### src/rtl/wcs_pkg.sv
package wcs_pkg;
  typedef enum logic [1:0] {
    SRC_QUIET  = 2'd0,
    SRC_ARRAY  = 2'd1,
    SRC_STATUS = 2'd2
  } rd_src_e;
endpackage

### src/rtl/wcs_strobe_detect.sv
module wcs_strobe_detect (
  input  logic clk,
  input  logic rst_n,
  input  logic cs_n,
  input  logic oe_n,
  input  logic we_n,
  output logic rd_active,
  output logic rd_start
);
  logic act_q;

  assign rd_active = !cs_n && !oe_n && we_n;

  always_ff @(posedge clk or negedge rst_n) begin
    if (!rst_n) act_q <= 1'b0;
    else        act_q <= rd_active;
  end

  // a new access begins when the combined strobe turns active
  assign rd_start = rd_active && !act_q;
endmodule

### src/rtl/wcs_toggle_track.sv
module wcs_toggle_track #(
  parameter logic TOG_INIT = 1'b0
) (
  input  logic clk,
  input  logic rst_n,
  input  logic busy,
  input  logic rd_start,
  output logic tog_rep
);
  logic busy_q;
  logic nxt_q;   // value the next access will report
  logic cur_q;   // value reported by the access in progress
  logic busy_start;
  logic base;
  logic advance;

  assign busy_start = busy && !busy_q;
  assign base       = busy_start ? TOG_INIT : nxt_q;
  assign advance    = rd_start && busy;

  always_ff @(posedge clk or negedge rst_n) begin
    if (!rst_n) begin
      busy_q <= 1'b0;
      nxt_q  <= TOG_INIT;
      cur_q  <= TOG_INIT;
    end else begin
      busy_q <= busy;
      if (advance) begin
        cur_q <= base;
        nxt_q <= ~base;
      end else begin
        nxt_q <= base;
      end
    end
  end

  assign tog_rep = advance ? base : cur_q;
endmodule

### src/rtl/wcs_out_mux.sv
module wcs_out_mux
  import wcs_pkg::*;
#(
  parameter int DATA_W = 8
) (
  input  logic              clk,
  input  logic              rst_n,
  input  rd_src_e           src,
  input  logic [DATA_W-1:0] last_wr,
  input  logic [DATA_W-1:0] mem_data,
  input  logic              tog_rep,
  output logic [DATA_W-1:0] rd_data,
  output logic              rd_drive
);
  localparam int POLL_IDX = DATA_W - 1;
  localparam int TOG_IDX  = DATA_W - 2;

  logic [DATA_W-1:0] status_word;

  for (genvar i = 0; i < DATA_W; i++) begin : g_bit
    if (i == POLL_IDX) begin : g_poll
      assign status_word[i] = ~last_wr[i];
    end else if (i == TOG_IDX) begin : g_tog
      assign status_word[i] = tog_rep;
    end else begin : g_copy
      assign status_word[i] = last_wr[i];
    end
  end

  always_ff @(posedge clk or negedge rst_n) begin
    if (!rst_n) begin
      rd_data  <= '0;
      rd_drive <= 1'b0;
    end else begin
      unique case (src)
        SRC_ARRAY: begin
          rd_data  <= mem_data;
          rd_drive <= 1'b1;
        end
        SRC_STATUS: begin
          rd_data  <= status_word;
          rd_drive <= 1'b1;
        end
        default: begin
          rd_data  <= '0;
          rd_drive <= 1'b0;
        end
      endcase
    end
  end
endmodule

### src/rtl/wcs_status_read.sv
module wcs_status_read
  import wcs_pkg::*;
#(
  parameter int   DATA_W   = 8,
  parameter logic TOG_INIT = 1'b0
) (
  input  logic              clk,
  input  logic              rst_n,
  input  logic              cs_n,
  input  logic              oe_n,
  input  logic              we_n,
  input  logic              prog_busy,
  input  logic [DATA_W-1:0] last_wr,
  input  logic [DATA_W-1:0] mem_data,
  output logic [DATA_W-1:0] rd_data,
  output logic              rd_drive
);
  logic    rd_active;
  logic    rd_start;
  logic    tog_rep;
  rd_src_e src;

  wcs_strobe_detect u_strobe (
    .clk       (clk),
    .rst_n     (rst_n),
    .cs_n      (cs_n),
    .oe_n      (oe_n),
    .we_n      (we_n),
    .rd_active (rd_active),
    .rd_start  (rd_start)
  );

  wcs_toggle_track #(.TOG_INIT(TOG_INIT)) u_tog (
    .clk      (clk),
    .rst_n    (rst_n),
    .busy     (prog_busy),
    .rd_start (rd_start),
    .tog_rep  (tog_rep)
  );

  always_comb begin
    if (!rd_active)     src = SRC_QUIET;
    else if (prog_busy) src = SRC_STATUS;
    else                src = SRC_ARRAY;
  end

  wcs_out_mux #(.DATA_W(DATA_W)) u_mux (
    .clk      (clk),
    .rst_n    (rst_n),
    .src      (src),
    .last_wr  (last_wr),
    .mem_data (mem_data),
    .tog_rep  (tog_rep),
    .rd_data  (rd_data),
    .rd_drive (rd_drive)
  );
endmodule

### config.mk
export PLATFORM = sky130hd
export DESIGN_NAME = wcs_status_read
export DESIGN_NICKNAME = d
export VERILOG_FILES = /design/src/rtl/wcs_pkg.sv /design/src/rtl/wcs_strobe_detect.sv /design/src/rtl/wcs_toggle_track.sv /design/src/rtl/wcs_out_mux.sv /design/src/rtl/wcs_status_read.sv
export SDC_FILE = /design/constraint.sdc
export NUM_CORES = 1
export LEC_CHECK = 0
export BUFFER_PORTS_ARGS = -buffer_cell sky130_fd_sc_hd__buf_2
export CAP_MARGIN = 20
export CORE_AREA = 4 4 41 43
export CTS_CLUSTER_SIZE = 30
export DETAILED_ROUTE_END_ITERATION = 8
export DIE_AREA = 0 0 45 47
export GPL_ROUTABILITY_DRIVEN = 0
export PLACE_DENSITY = 0.78
export SETUP_SLACK_MARGIN = 0.3
export SLEW_MARGIN = 25
export SYNTH_ARGS = -nofsm -noshare
export SYNTH_HDL_FRONTEND = slang
export SYNTH_HIERARCHICAL = 1
export SYNTH_SLANG_ARGS = --single-unit
### constraint.sdc
create_clock -name clk -period 2.8 [get_ports clk]
set_input_delay 0.28 -clock clk [delete_from_list [all_inputs] [get_ports clk]]
set_output_delay 0.28 -clock clk [all_outputs]
set_load 0.03 [all_outputs]
==> flow_summary.toml <==
[floorplan]
initial_core_util_pct = 44.0
rows = 13
die_h_um = 47
core-area_um2 = 1300
io_pins = 31
die_area_um2 = 2120
dieWidth_um = 45

[critical_path]
worstPathRequired_ns = 2.95
critPathMaxFanout = 4
critPathCaptureType = "register"
worstSetupPathType = "reg -> reg"
start_kind = "register"
arrival_ns = 1.56

[global_route]
track_usage_pct = 12.3
grt_max_degree = 14
grt_pass1_vias = 442
antenna_found_initial = 0
gr-total-overflow = 0
grt_pass1_wl_um = 1810

[synthesis]
yosysWarnings = 6
synth.ff_latch_count = 13
syn_area_um2 = 573
syn_inst = 48
avgSynthCellArea_um2 = 11.9
syn_nets = 72
synth.distinct_cells = 20
yosysSeqAreaShare_pct = 56.8

[clocking]
cts_resized = 0
clk_latency_ns = 0.26
clk_pin_slew_ns = 0.07
post_cts_buffers = 0
cts_sinks = 13
numCtsBuffers = 3
cts_max_path_buffers = 2
cts_tree = "built"
cts.root.buffer_cell = "clkbuf_4"
cts-htree-levels = 1

[route]
avgRoutedWirePerCell_um = 11.7
final_antenna_net_count = 0
first_iter_violations = 11
via_per_inst = 4.74
vias = 446
first_pass_iters = 4
drc = 0
wirelength_um = 1100

[sta]
fmax_mhz = 705
period_needed_ns = 1.42
skew_ns = 0.000368
slew_headroom_pct = 74.6
rsz0062_at_grt = "no"
tns_ns = 0
setup_viol = 0
report.final.slew_viol_count = 0
tightestPinTransition_ns = 0.381
timing.final.crit_share_pct = 50.7
hold_viol = 0

[cells_and_area]
n_fill_cell = 119
regArea_um2 = 325
fin_area_um2 = 749
fin_nets = 104
antenna_cells = 0
multi_input_area_um2 = 213
drive_above_1_share_pct = 50.6
syn_to_final_growth_pct = 30.8

[placed_design]
port_buffers = 29
placed_area_um2 = 713

[run]
maxCapViolCount = 0

[min_path]
hold_path_class = "in -> reg"

[pwr]
leakage_nw = 0.393
ir_drop_uv = 197
powerDensity_nw_per_um2 = 462

[run_status]
status = "finished clean"
==> layer usage <==
metal,vias up,routed length (um),global-route usage (%)
li1,227,-,-
met1,205,400,12.8
met2,12,628,22.3
met3,2,57,2.30
met4,0,15,8.77
met5,-,0,0
==> timing repair <==
action / in CTS / in global routing
setup endpoints to repair: 0 / 0
hold buffers: 1 / 0
endpoints found under the hold margin: 13 / 0
==> state kept, by name, summed over array words and instances (netlist names) <==
| signal | cells |
|---|---|
| u_tog/cur_q | 1 |
| u_strobe/act_q | 1 |
| u_tog/busy_q | 1 |
| u_tog/nxt_q | 1 |
| u_mux/rd_drive | 1 |
| u_mux/rd_data | 8 |
==> logic make-up (layout without fill, tap and decap cells) <==
kind of cell | Yosys count | in the layout | share of synthesized area, %
simple gates | 17 | 17 | 18.8
flops | 13 | 13 | 56.8
compound gates | 10 | 10 | 14.0
buf+inv | 6 | 37 | 6.11
fa+ha+maj | 2 | 2 | 4.37
==> power breakdown <==
| group | total (mW) | internal (mW) | switching (mW) |
|---|---|---|---|
| clock | 0.110 | 0.0550 | 0.0550 |
| sequential | 0.195 | 0.193 | 0.00222 |
| combinational | 0.0411 | 0.0198 | 0.0213 |
==> critical path: stages (launching register included) <==
cell,delay (ns)
dfrtp_1,0.38
nor4b_2,0.41
nand2_1,0.08
a21o_2,0.23
a22oi_1,0.15
nor2_1,0.06
==> worst paths after layout <==
path,startpoint,to,slack (ns),depth (start not counted)
max,u_strobe/act_q$_DFF_PN0_,u_mux/rd_data[6]$_DFF_PN0_,1.38,5
min,prog_busy,u_tog/busy_q$_DFF_PN0_,0.20,1
max reg2reg,u_strobe/act_q$_DFF_PN0_,u_mux/rd_data[6]$_DFF_PN0_,1.38,5
min reg2reg,u_tog/cur_q$_DFF_PN0_,u_tog/cur_q$_DFF_PN0_,0.47,1
max in group asynchronous,rst_n,u_mux/rd_drive$_DFF_PN0_,2.15,2
min in group asynchronous,rst_n,u_mux/rd_data[7]$_DFF_PN0_,0.44,2
==> placed cells by master (no fill, tap or decap) <==
cell type | Yosys | routed
dfrtp_1 | 13 | 13
a21oi_1 | 1 | 1
buf_2 | 1 | 29
a21oi_2 | 1 | 1
a22oi_1 | 6 | 6
clkbuf_1 | 0 | 1
nand2_1 | 2 | 2
and2_2 | 1 | 1
and4_4 | 1 | 1
nand2b_1 | 1 | 1
ha_1 | 2 | 2
nor4b_2 | 1 | 1
nor2_1 | 7 | 7
clkbuf_4 | 0 | 3
nor3b_1 | 2 | 2
nor3_2 | 1 | 1
a22oi_2 | 1 | 1
a21o_2 | 1 | 1
dlygate4sd3_1 | 0 | 1
and2b_2 | 1 | 1
inv_1 | 3 | 3
==> area by class of cell <==
cell class / count / share of cell area [%]
Sequential cell: 13 / 43.4
Multi-Input combinational cell: 29 / 28.4
Timing Repair Buffer: 30 / 20.7
Clock buffer: 4 / 3.51
Tap cell: 15 / 2.50
Inverter: 3 / 1.50
==> cells in the mapped netlist <==
cell / n / area share (%)
a21oi_2: 1 / 1.5
and2_2: 1 / 1.3
and4_4: 1 / 2.0
nand2b_1: 1 / 1.1
nand2_1: 2 / 1.3
nor3_2: 1 / 1.7
buf_6: 1 / 2.0
inv_1: 3 / 2.0
ha_1: 2 / 4.4
nor4b_2: 1 / 2.6
a22oi_2: 1 / 2.2
nor3b_1: 2 / 2.6
a21o_2: 1 / 1.5
and2b_2: 1 / 1.5
nor2_1: 7 / 4.6
a21oi_1: 1 / 0.87
buf_4: 1 / 1.3
dfrtp_1: 13 / 57
buf_2: 1 / 0.87
a22oi_1: 6 / 7.9
==> stage by stage <==
| step | cells | utilization [%] | setup WS [ns] | power [mW] | hold slack [ns] |
|---|---|---|---|---|---|
| after floorplan | 48 | - | 1.45 | 0.217 | -0.0156 |
| after global placement | 89 | 54.8 | 1.20 | 0.238 | 0.172 |
| after detailed placement | 89 | 54.8 | 1.17 | 0.239 | 0.177 |
| after CTS | 94 | 57.6 | 1.38 | 0.352 | 0.182 |
| after global routing | 94 | 57.6 | 1.27 | 0.365 | 0.179 |
| final | 94 | 57.6 | 1.38 | 0.346 | 0.195 |
Note: power is estimated with default switching activity, not from simulation.
